**config.mk**
```make
export PLATFORM = sky130hd
export DESIGN_NAME = encl_led_serializer
export DESIGN_NICKNAME = d
export VERILOG_FILES = /design/src/rtl/encl_led_pkg.sv /design/src/rtl/encl_led_pattern.sv /design/src/rtl/encl_led_halfclk.sv /design/src/rtl/encl_led_framer.sv /design/src/rtl/encl_led_serializer.sv
export SDC_FILE = /design/constraint.sdc
export NUM_CORES = 1
export LEC_CHECK = 0
export BUFFER_PORTS_ARGS = -buffer_cell sky130_fd_sc_hd__buf_2
export CAP_MARGIN = 40
export CELL_PAD_IN_SITES_DETAIL_PLACEMENT = 1
export CELL_PAD_IN_SITES_GLOBAL_PLACEMENT = 1
export CORE_MARGIN = 2
export CORE_UTILIZATION = 39
export CTS_CLUSTER_SIZE = 25
export DETAILED_ROUTE_END_ITERATION = 6
export MAX_ROUTING_LAYER = met4
export PLACE_DENSITY = 0.74
export SYNTH_ARGS = -nofsm -noshare
export SYNTH_HDL_FRONTEND = slang
export SYNTH_SLANG_ARGS = --single-unit
```
**constraint.sdc**
```tcl
create_clock -name clk -period 1.9 [get_ports clk]
set_input_delay 0.095 -clock clk [delete_from_list [all_inputs] [get_ports clk]]
set_output_delay 0.095 -clock clk [all_outputs]
set_load 0.02 [all_outputs]
```
**src/rtl/encl_led_pkg.sv**
```systemverilog
package encl_led_pkg;

  localparam int LED_ACT = 0;
  localparam int LED_LOC = 1;
  localparam int LED_FLT = 2;
  localparam int LEDS_PER_PORT = 3;

  typedef enum logic [2:0] {
    PH_IDLE,
    PH_PRE,
    PH_LOAD,
    PH_DATA,
    PH_POST
  } phase_e;

  // State word to three indication bits, indexed by LED_*.
  function automatic logic [2:0] decode_leds(input logic [31:0] st);
    logic [2:0] b;
    b[LED_ACT] = st[20] | st[21];
    b[LED_LOC] = st[19];
    b[LED_FLT] = st[22];
    return b;
  endfunction

endpackage

```
**src/rtl/encl_led_pattern.sv**
```systemverilog
module encl_led_pattern #(
  parameter int N_PORTS = 4,
  parameter int SLOT_W  = 2,
  parameter int PORT_W  = 2,
  parameter int PAT_W   = 3 * N_PORTS
) (
  input  logic                      clk,
  input  logic                      rst_n,
  input  logic                      upd_i,
  input  logic [PORT_W-1:0]         port_i,
  input  logic [31:0]               state_i,
  input  logic [N_PORTS*SLOT_W-1:0] slot_map_i,
  output logic [PAT_W-1:0]          pat_next_o,
  output logic [PAT_W-1:0]          pat_q_o
);
  import encl_led_pkg::*;

  // Write three indication bits at slot position; out-of-range slots are dropped.
  function automatic logic [PAT_W-1:0] merge_leds(input logic [PAT_W-1:0] pat,
                                                  input logic [SLOT_W-1:0] slot,
                                                  input logic [2:0] leds);
    logic [PAT_W-1:0] res;
    res = pat;
    for (int k = 0; k < LEDS_PER_PORT; k++) begin
      if (int'(slot) * LEDS_PER_PORT + k < PAT_W)
        res[int'(slot) * LEDS_PER_PORT + k] = leds[k];
    end
    return res;
  endfunction

  logic [SLOT_W-1:0] slot_sel;
  logic              port_ok;

  always_comb begin
    slot_sel = '0;
    port_ok  = 1'b0;
    for (int p = 0; p < N_PORTS; p++) begin
      if (port_i == PORT_W'(p)) begin
        slot_sel = slot_map_i[p*SLOT_W +: SLOT_W];
        port_ok  = 1'b1;
      end
    end
  end

  assign pat_next_o = port_ok ? merge_leds(pat_q_o, slot_sel, decode_leds(state_i)) : pat_q_o;

  always_ff @(posedge clk or negedge rst_n) begin
    if (!rst_n)     pat_q_o <= '0;
    else if (upd_i) pat_q_o <= pat_next_o;
  end

endmodule

```
**src/rtl/encl_led_halfclk.sv**
```systemverilog
module encl_led_halfclk #(
  parameter int HALF_DIV = 6250
) (
  input  logic clk,
  input  logic rst_n,
  input  logic start_i,
  input  logic run_i,
  output logic low_o,
  output logic cyc_start_o,
  output logic cyc_end_o
);
  localparam int DIV_W = (HALF_DIV > 1) ? $clog2(HALF_DIV) : 1;

  logic [DIV_W-1:0] div_q;
  logic             div_last;

  assign div_last    = (div_q == DIV_W'(HALF_DIV - 1));
  assign cyc_start_o = run_i && !low_o && (div_q == '0);
  assign cyc_end_o   = run_i && low_o && div_last;

  always_ff @(posedge clk or negedge rst_n) begin
    if (!rst_n) begin
      div_q <= '0;
      low_o <= 1'b0;
    end else if (start_i) begin
      div_q <= '0;
      low_o <= 1'b0;
    end else if (run_i) begin
      if (div_last) begin
        div_q <= '0;
        low_o <= ~low_o;
      end else begin
        div_q <= div_q + 1'b1;
      end
    end
  end

endmodule

```
**src/rtl/encl_led_framer.sv**
```systemverilog
module encl_led_framer #(
  parameter int N_BITS = 12,
  parameter int CNT_W  = 4
) (
  input  logic              clk,
  input  logic              rst_n,
  input  logic              start_i,
  input  logic [CNT_W-1:0]  pre_i,
  input  logic [CNT_W-1:0]  post_i,
  input  logic [N_BITS-1:0] pat_i,
  input  logic              cyc_start_i,
  input  logic              cyc_end_i,
  output logic              busy_o,
  output logic              sload_o,
  output logic              sdata_o
);
  import encl_led_pkg::*;

  localparam int IDX_W = $clog2(N_BITS + 1);
  localparam int CW    = (CNT_W > IDX_W) ? CNT_W : IDX_W;

  phase_e            phase_q;
  logic [CW-1:0]     cnt_q;
  logic [CW-1:0]     cnt_inc;
  logic [CNT_W-1:0]  pre_q;
  logic [CNT_W-1:0]  post_q;
  logic [N_BITS-1:0] shreg_q;

  assign cnt_inc = cnt_q + 1'b1;
  assign busy_o  = (phase_q != PH_IDLE);
  assign sload_o = (phase_q == PH_LOAD);
  assign sdata_o = (phase_q == PH_DATA) && shreg_q[0];

  always_ff @(posedge clk or negedge rst_n) begin
    if (!rst_n) begin
      phase_q <= PH_IDLE;
      cnt_q   <= '0;
      pre_q   <= '0;
      post_q  <= '0;
      shreg_q <= '0;
    end else if (start_i) begin
      phase_q <= (pre_i == '0) ? PH_LOAD : PH_PRE;
      cnt_q   <= '0;
      pre_q   <= pre_i;
      post_q  <= post_i;
      shreg_q <= pat_i;
    end else if (cyc_end_i) begin
      case (phase_q)
        PH_PRE: begin
          if (cnt_inc == CW'(pre_q)) begin
            phase_q <= PH_LOAD;
            cnt_q   <= '0;
          end else begin
            cnt_q <= cnt_inc;
          end
        end
        PH_LOAD: begin
          phase_q <= PH_DATA;
          cnt_q   <= '0;
        end
        PH_DATA: begin
          shreg_q <= shreg_q >> 1;
          if (cnt_inc == CW'(N_BITS)) begin
            phase_q <= (post_q == '0) ? PH_IDLE : PH_POST;
            cnt_q   <= '0;
          end else begin
            cnt_q <= cnt_inc;
          end
        end
        PH_POST: begin
          if (cnt_inc == CW'(post_q)) begin
            phase_q <= PH_IDLE;
            cnt_q   <= '0;
          end else begin
            cnt_q <= cnt_inc;
          end
        end
        default: phase_q <= PH_IDLE;
      endcase
    end
  end

  AST_LOAD_AT_CYCLE_START: assert property (@(posedge clk) disable iff (!rst_n)
    $rose(sload_o) |-> cyc_start_i);
  AST_DATA_HELD_IN_CYCLE: assert property (@(posedge clk) disable iff (!rst_n)
    (busy_o && !cyc_start_i) |-> $stable(sdata_o));

endmodule

```
**src/rtl/encl_led_serializer.sv**
```systemverilog
module encl_led_serializer #(
  parameter int N_PORTS  = 4,
  parameter int SLOT_W   = 2,
  parameter int CNT_W    = 4,
  parameter int HALF_DIV = 6250,
  parameter int PORT_W   = (N_PORTS > 1) ? $clog2(N_PORTS) : 1
) (
  input  logic                      clk,
  input  logic                      rst_n,
  input  logic                      upd_valid_i,
  input  logic [PORT_W-1:0]         upd_port_i,
  input  logic [31:0]               upd_state_i,
  input  logic [N_PORTS*SLOT_W-1:0] slot_map_i,
  input  logic [CNT_W-1:0]          pre_clks_i,
  input  logic [CNT_W-1:0]          post_clks_i,
  output logic                      busy_o,
  output logic                      sclk_o,
  output logic                      sload_o,
  output logic                      sdata_o
);
  localparam int PAT_W = 3 * N_PORTS;

  logic             accept;
  logic             low_half;
  logic             cyc_start;
  logic             cyc_end;
  logic [PAT_W-1:0] pat_next;
  logic [PAT_W-1:0] pat_q;

  assign accept = upd_valid_i && !busy_o;
  assign sclk_o = busy_o && !low_half;

  encl_led_pattern #(
    .N_PORTS(N_PORTS), .SLOT_W(SLOT_W), .PORT_W(PORT_W), .PAT_W(PAT_W)
  ) u_pattern (
    .clk(clk), .rst_n(rst_n), .upd_i(accept), .port_i(upd_port_i),
    .state_i(upd_state_i), .slot_map_i(slot_map_i),
    .pat_next_o(pat_next), .pat_q_o(pat_q)
  );

  encl_led_halfclk #(.HALF_DIV(HALF_DIV)) u_halfclk (
    .clk(clk), .rst_n(rst_n), .start_i(accept), .run_i(busy_o),
    .low_o(low_half), .cyc_start_o(cyc_start), .cyc_end_o(cyc_end)
  );

  encl_led_framer #(.N_BITS(PAT_W), .CNT_W(CNT_W)) u_framer (
    .clk(clk), .rst_n(rst_n), .start_i(accept),
    .pre_i(pre_clks_i), .post_i(post_clks_i), .pat_i(pat_next),
    .cyc_start_i(cyc_start), .cyc_end_i(cyc_end),
    .busy_o(busy_o), .sload_o(sload_o), .sdata_o(sdata_o)
  );

  AST_ACCEPT_STARTS_FRAME: assert property (@(posedge clk) disable iff (!rst_n)
    (upd_valid_i && !busy_o) |=> busy_o);
  AST_REFUSED_NO_CHANGE: assert property (@(posedge clk) disable iff (!rst_n)
    (upd_valid_i && busy_o) |=> $stable(pat_q));

endmodule

```
# --- Yosys cells after proc, flatten, opt, wreduce, memory -nomap -nowiden ---
# Cells that the tools add are included.
totals:
  word_cells: 105
  in_bits: 53
  regBits: 53
op_classes:
  mux: 44
  multipliers: 1
  eq_ne: 14
  n_reduce_logical: 23
  n_lt_le_gt_ge: 9
  n_addsub: 4
  bitwise: 2
ops:
  columns: ["op", "count"]
  rows:
  - ["greater-or-equal comparator 32 x 1 -> 1 bit, second input constant", 3]
  - ["< comparator 32 x 5 -> 1 bit, second input constant", 3]
  - ["< comparator 32 x 6 -> 1 bit, second input constant", 3]
  - ["two-way mux 12 bit", 7]
  - ["two-way mux 13 bit", 3]
  - ["bitwise mux 12 bit", 3]
  - ["adder 32 x 2 -> 32 bit, second input constant", 1]
  - ["adder 32 x 3 -> 32 bit, second input constant", 1]
  - ["two-way mux 4 bit", 5]
  - ["two-way mux 3 bit", 6]
  - ["one-hot mux 4 bit (4 select lines)", 1]
  - ["adder 13 x 1 -> 13 bit, second input constant", 1]
  - ["== test 13 bit, second input constant", 1]
  - ["demux 1 bit (select 4 bit)", 3]
  - ["one-hot mux 3 bit (4 select lines)", 1]
  - ["two-way mux 1 bit", 10]
  - ["two-way mux 2 bit", 5]
  - ["== test 4 bit", 2]
  - ["logical AND 1 bit", 8]
  - ["zero test 4 bit", 2]
  - ["nonzero test 2 bit", 4]
  - ["== test 3 x 2 -> 1 bit, second input constant", 2]
  - ["inequality test 3 x 2 -> 1 bit, second input constant", 2]
  - ["AND reduction 2 bit", 3]
  - ["other kinds (15)", 17]

# --- Longest topological paths before layout ---
depth:
  ltp_word: 18
  depth_mapped: 9
  ltp_nobuf: 8

# --- By module ---
# Synthesis repeated with hierarchy kept, for this count alone.
unflattened:
  cells_unflattened: 407
  area_unflattened_um2: 3791.1
by_module_without_submodules:
  columns: ["mod", "seq_area_each_um2", "area_per_inst_um2", "cells_each", "n_inst"]
  rows:
  - ["encl_led_framer", 675.6, 1550.2, 149, 1]
  - ["encl_led_pattern", 300.3, 1370.1, 161, 1]
  - ["encl_led_halfclk", 350.3, 855.8, 95, 1]
  - ["encl_led_serializer", 0.0, 15.0, 2, 1]

# --- Least setup slack after synthesis ---
# No wires, ideal clock.
synth_timing:
  kind: "input to register"
  start: "in upd_port_i[0]"
  end: "reg u_pattern.pat_q_o[2]"
  arrival_time_ps: 2165
  stages: 9
  path_slack_ps: -404
  required_time_ps: 1761
  setup_ps: 139
  cell_sequence: "mux4_2 > inv_1 > ha_1 > clkbuf_1 > nor3b_1 > mux2_2 > mux2_2 > mux2i_1 > o21ai_0"
synth_via:
  elab_chain_len: 17
  word_cells_on_any_way: 40
synth_rtl:
  columns: ["element", "line_no", "source"]
  rows:
  - ["start, declared", "encl_led_serializer.sv:11", "input logic [PORT_W-1:0] upd_port_i,"]
  - ["branches (longest 16 deep; another with adder 32 x 2 -> 32 bit)", null, null]
  - ["two-way mux 12 bit *", "encl_led_pattern.sv:45", "assign pat_next_o = port_ok ? merge_leds(pat_q_o, slot_sel, decode_leds(state_i)) : pat_q_o;"]
  - ["end signal, assigned", "encl_led_pattern.sv:49", "else if (upd_i) pat_q_o <= pat_next_o;"]
  - ["end, declared", "encl_led_pattern.sv:14", "output logic [PAT_W-1:0] pat_q_o"]
# Mark *: on every way between the ends.
# A chain may end at the register's enable or synchronous reset.

# --- Worst setup path after layout ---
layout_timing:
  start: "reg u_framer.cnt_q[0]"
  end: "reg u_framer.cnt_q[3]"
layout_via:
  elab_chain_len: 6
  word_cells_on_any_way: 10
layout_rtl:
  columns: ["element", "line_no", "source"]
  rows:
  - ["start, declared", "encl_led_framer.sv:23", "logic [CW-1:0] cnt_q;"]
  - ["start signal, assigned", "encl_led_framer.sv:54", "cnt_q <= cnt_inc;"]
  - ["start signal, assigned", "encl_led_framer.sv:67", "cnt_q <= cnt_inc;"]
  - ["start signal, assigned", "encl_led_framer.sv:75", "cnt_q <= cnt_inc;"]
  - ["adder 4 x 1 -> 4 bit *", "encl_led_framer.sv:29", "assign cnt_inc = cnt_q + 1'b1;"]
  - ["== test 4 bit, on equally long branches", "encl_led_framer.sv:71, encl_led_framer.sv:50, encl_led_framer.sv:63", null]
  - ["two-way mux 4 bit, on equally long branches", "encl_led_framer.sv:71, encl_led_framer.sv:50, encl_led_framer.sv:63", null]
  - ["one-hot mux 4 bit (4 select lines) *", "encl_led_framer.sv:48", "case (phase_q)"]
  - ["two-way mux 4 bit *", "encl_led_framer.sv:47", "end else if (cyc_end_i) begin"]
  - ["two-way mux 4 bit *", "encl_led_framer.sv:41", "end else if (start_i) begin"]
# Every way passes the cells marked *; elsewhere a longest branch is shown, timed or not. The select of a mux whose other input is x is not followed.

==> metrics list <==
- In the detailed route, the total length drawn on met3 is just under 700 µm.
* Routed length on met2: 7890 µm
- Setup slack on the worst reg-to-reg path comes out at -340 ps.
* Total number of vias: between 3,000 and 4,000
- Worst setup slack after placement: -529 ps
* Final number of max-transition violations: 0
* Transition at the pin with the smallest max-transition slack: a little under 800 ps
* Internal Power: ~1.8 mW
- The final reports fail on setup timing.
* Worst EP required: approximately 2100 ps
- Setup repair after global routing could not meet its margin everywhere.
* Clock latency reported for the late side of the worst-skew pair: between 300 and 400 ps
* Highest ir drop seen on vdd: around 0.45 mV
- The number of placed instances, taps included, is 572.
- STA classifies the critical path endpoint as a flip-flop.
- Leakage power: 2.36 nW
* Area added between synthesis and finish: 53.2%
- Gate count after technology mapping: 386
- Among all flip-flop cells after synthesis, the most frequent one is sky130_fd_sc_hd__dfrtp_1.
- Fraction of the cycle the final worst path needs: 118%
- The routed design could run at a clock period as short as 2240 ps.
* Asr flop ratio synth: 100%
- At the end of the flow, the number of nets in the layout was approximately 570.
- Sequential cells account for between 40% and 50% of the total power.
- GRT overflow: 0
- Placer congestion estimate: around 0.82
- Depth of the CTS H-tree: 2
- Drt pass-1 iters: 4
- In this run the power density over the cells is approximately 500 mW/mm².
* Clk Tree Root Cell: sky130_fd_sc_hd__clkbuf_8
* Standard cell core area: ~0.0086 mm²
* Sequential-to-total area share from yosys stat: between 30% and 40%
- The floorplan step defined a die boundary enclosing 0.00963 mm².
- After the first detailed-routing iteration, the DRC count stood at 200.
* Global-route wire length before repair: slightly above 20,000 µm
- Max Freq: ~450 MHz
* Initial core utilization: between 40% and 50%
* Number of remaining DRC errors: 0
* Number of failing hold endpoints at the final stage: 0
* Max-slew headroom: about half
- Post-DR wirelength/cell: ~25 µm
* Area share of the leading cell type in the synthesized netlist: between 30% and 40%
- Global routing consumed, over all layers together, 27.7% of the routing resources.
- Total half-perimeter wirelength after legalization and detailed placement: ~7500 µm
* Maximum number of pins on one net before global-route repair: 54
- Post-detailed-route via-to-cell ratio: between 6 and 7
* Arrival @ worst endpoint: 2440 ps
- Number of CTS-inserted buffers: 5
- Total number of yosys warnings: 0
- Clock tree synthesis found a total of 53 sinks.
- After layout, the design draws a total of between 2 and 3 mW.
- Setup slack on the critical path of the routed design comes to -345 ps.
* Uppermost routed layer: met4
- Count of nets left with antenna violations after detail routing: 0
- The die is 98.1 µm tall.
- Measured on the finished design, the core utilization comes to approximately three fifths.
* Die Span X: between 90 and 100 µm
- The number of different library cells used by synthesis comes to 56.
* Post-Synthesis Net Count: around 450
- The run finished, with violations left.
- Via count of the first global-routing pass: roughly 3,800
- Fraction of layout cells with a size suffix above 1: approximately 43%
- Element type at the critical path start: flip-flop
- Total of endpoints with negative setup slack in the final report: 44
- By area the synthesized netlist is led by sky130_fd_sc_hd__dfrtp_1 (38%), sky130_fd_sc_hd__nand2_1 (7.2%), sky130_fd_sc_hd__ha_1 (4.3%).
* Row cnt: 34
- The clock passes through at most 2 buffers.
* Number of flops mapped to enable cells by yosys: 0
* Mean area per synthesized cell: 8.95 µm²
- # diodes: 0
- Final cell count without fillers: about 600
- After clock tree synthesis, the clock-pin slew on the worst setup and hold paths is about 110 ps.
* Worst r2r src: u_framer.cnt_q[0]
- The cell area that synthesis handed to floorplanning was 0.00345 mm².
- TritonCTS built the clock tree.
- Clock network fraction of total power: about 27%
* Type of the most critical hold path: input port to async pin
* Yosys top cell by area: sky130_fd_sc_hd__dfrtp_1
* Clock Skew: about 4.9 ps
- Switching power: 0.847 mW
- Measured in cells, the most critical reg-to-reg path has a length of 6.
- Number of antenna violations at the first check in global routing: 0
- Yosys reg bits: 53
- Max Cap Viol: 0
* R2R Path End: u_framer.cnt_q[3]
- Met1 layer wirelength in the final routing: 6110 µm
* Fraction of power consumed by combinational cells: 30.0%
- Total Routed Length: about 15,000 µm
* Quantity of I/O buffers inserted on ports: 28
- The critical path in this run is classified as flip-flop to flip-flop.
- Boundary pin count: 57
* Critical path peak fanout: 4
- Switching Share: about a third
[layout by cell type (no fill, tap or decap), types with 4 or more instances in the layout]
| cell type | netlist | routed |
|---|---|---|
| sky130_fd_sc_hd__dfrtp_1 | 53 | 52 |
| sky130_fd_sc_hd__clkbuf_8 | 0 | 5 |
| sky130_fd_sc_hd__buf_8 | 0 | 4 |
| sky130_fd_sc_hd__inv_1 | 8 | 6 |
| sky130_fd_sc_hd__o41ai_1 | 4 | 4 |
| sky130_fd_sc_hd__xnor2_1 | 7 | 7 |
| sky130_fd_sc_hd__o31ai_1 | 12 | 8 |
| sky130_fd_sc_hd__a21oi_1 | 10 | 7 |
| sky130_fd_sc_hd__buf_4 | 1 | 79 |
| sky130_fd_sc_hd__buf_6 | 0 | 12 |
| sky130_fd_sc_hd__nand2_1 | 66 | 62 |
| sky130_fd_sc_hd__and3_1 | 7 | 5 |
| sky130_fd_sc_hd__buf_2 | 2 | 27 |
| sky130_fd_sc_hd__mux2_4 | 0 | 10 |
| sky130_fd_sc_hd__nand3b_1 | 4 | 4 |
| sky130_fd_sc_hd__buf_12 | 0 | 5 |
| sky130_fd_sc_hd__nand3_1 | 11 | 10 |
| sky130_fd_sc_hd__nor4_1 | 4 | 4 |
| sky130_fd_sc_hd__mux2i_1 | 14 | 10 |
| sky130_fd_sc_hd__ha_4 | 0 | 4 |
| sky130_fd_sc_hd__nor2b_1 | 8 | 7 |
| sky130_fd_sc_hd__nor2_1 | 22 | 20 |
| sky130_fd_sc_hd__o211ai_1 | 5 | 5 |
| sky130_fd_sc_hd__xor2_1 | 6 | 5 |
| sky130_fd_sc_hd__dlygate4sd3_1 | 0 | 9 |
| sky130_fd_sc_hd__nor3_1 | 5 | 4 |
| sky130_fd_sc_hd__o21ai_0 | 29 | 16 |
| sky130_fd_sc_hd__o21ai_1 | 1 | 10 |
| sky130_fd_sc_hd__a22oi_1 | 4 | 4 |
| sky130_fd_sc_hd__ha_1 | 12 | 5 |
[cells by family (layout without fill, tap and decap cells)]
group | Yosys count | in the layout | share of synthesized area (%)
xor+xnor | 13 | 13 | 3.30
fa+ha+maj | 12 | 12 | 4.35
flops | 53 | 53 | 38.4
mux | 27 | 27 | 8.95
buf+inv | 30 | 153 | 3.44
simple gates | 151 | 151 | 22.0
compound gates | 100 | 100 | 19.6
[per-layer routing]
metal  global-route usage, %  up-vias
li1                        -     1650
met1                    33.5     1952
met2                    47.3      162
met3                    3.72       66
met4                    10.5        0
met5                       -        -
[flip-flops by register name (all words and copies together), names as in the netlist]
register and flops:
u_framer.cnt_q 4, u_framer.phase_q 3, u_framer.post_q 4, u_framer.pre_q 4, u_framer.shreg_q 12, u_halfclk.div_q 13, u_halfclk.low_o 1, u_pattern.pat_q_o 12
[repair_timing]
item,4_1_cts,5_1_grt
gates resized for setup,63,51
pin swaps,24,34
cloned,0,1
hold endpoints to repair,61,0
buffers inserted,13,18
hold buffers,9,0
setup endpoints to repair,30,42
[per-stage QoR]
stage | cell area [µm²] | TNS, ps | hold slack (ps)
after floorplan | 3620 | -5240 | -201
after global placement | 4340 | -10200 | 116
after detailed placement | 4340 | -11990 | 124
after CTS | 4910 | -2010 | 292
after global routing | 5290 | -11170 | 321
final | 5290 | -8200 | 298
[worst max-delay path by stage]
| stage | from | to | slack (ps) | depth (start not counted) |
|---|---|---|---|---|
| after floorplan | upd_port_i[0] | u_framer.shreg_q[2] | -270 | 9 |
| after global placement | upd_port_i[0] | u_framer.shreg_q[8] | -500 | 9 |
| after detailed placement | upd_port_i[0] | u_framer.shreg_q[8] | -530 | 9 |
| after CTS | u_halfclk.div_q[7] | u_framer.phase_q[0] | -180 | 6 |
| after global routing | u_halfclk.div_q[10] | u_framer.phase_q[1] | -430 | 6 |
| final | u_framer.cnt_q[0] | u_framer.cnt_q[3] | -340 | 6 |
[synth_stat cells (all sizes together) (2+ instances only)]
cell,count
nand2,66
dfrtp,53
o21ai,30
nor2,22
clkbuf,18
mux2i,14
ha,12
o31ai,12
mux2,11
nand3,11
a21oi,10
inv,8
nor2b,8
and3,7
xnor2,7
a21boi,6
a31oi,6
nor3,6
xor2,6
and2,5
nor4,5
o211ai,5
a21o,4
a22oi,4
buf,4
nand3b,4
o311ai,4
o41ai,4
a311oi,3
nand2b,3
a211o,2
a221oi,2
mux4,2
nand4,2
nand4b,2
nor3b,2
o221ai,2
or4b,2
[area by class of cell]
cell class / count / area (µm²)
Fill cell: 954 / 3340
Multi-Input combinational cell: 303 / 2570
Sequential cell: 53 / 1330
Timing Repair Buffer: 137 / 1140
Tap cell: 108 / 135
Clock buffer: 6 / 72.6
Inverter: 8 / 35.0
Clock inverter: 2 / 15.0
[power by group through the flow]
stage / logic (mW) / clock network, mW / registers (mW)
6_report: 0.783 / 0.699 / 1.13
3_3_place_gp: 0.445 / 0 / 1.15
5_1_grt: 0.807 / 0.750 / 1.13
2_1_floorplan: 0.261 / 0 / 1.15
3_5_place_dp: 0.463 / 0 / 1.15
4_1_cts: 0.626 / 0.691 / 1.13
[worst max-delay path, stage by stage, from the launching register on]
cell and delay [ps]:
sky130_fd_sc_hd__dfrtp_2 420, sky130_fd_sc_hd__ha_2 210, sky130_fd_sc_hd__xor2_2 200, sky130_fd_sc_hd__xor2_1 180, sky130_fd_sc_hd__o41a_1 580, sky130_fd_sc_hd__o311ai_2 370, sky130_fd_sc_hd__o211ai_1 150
Power figures use the tool's default switching activity.
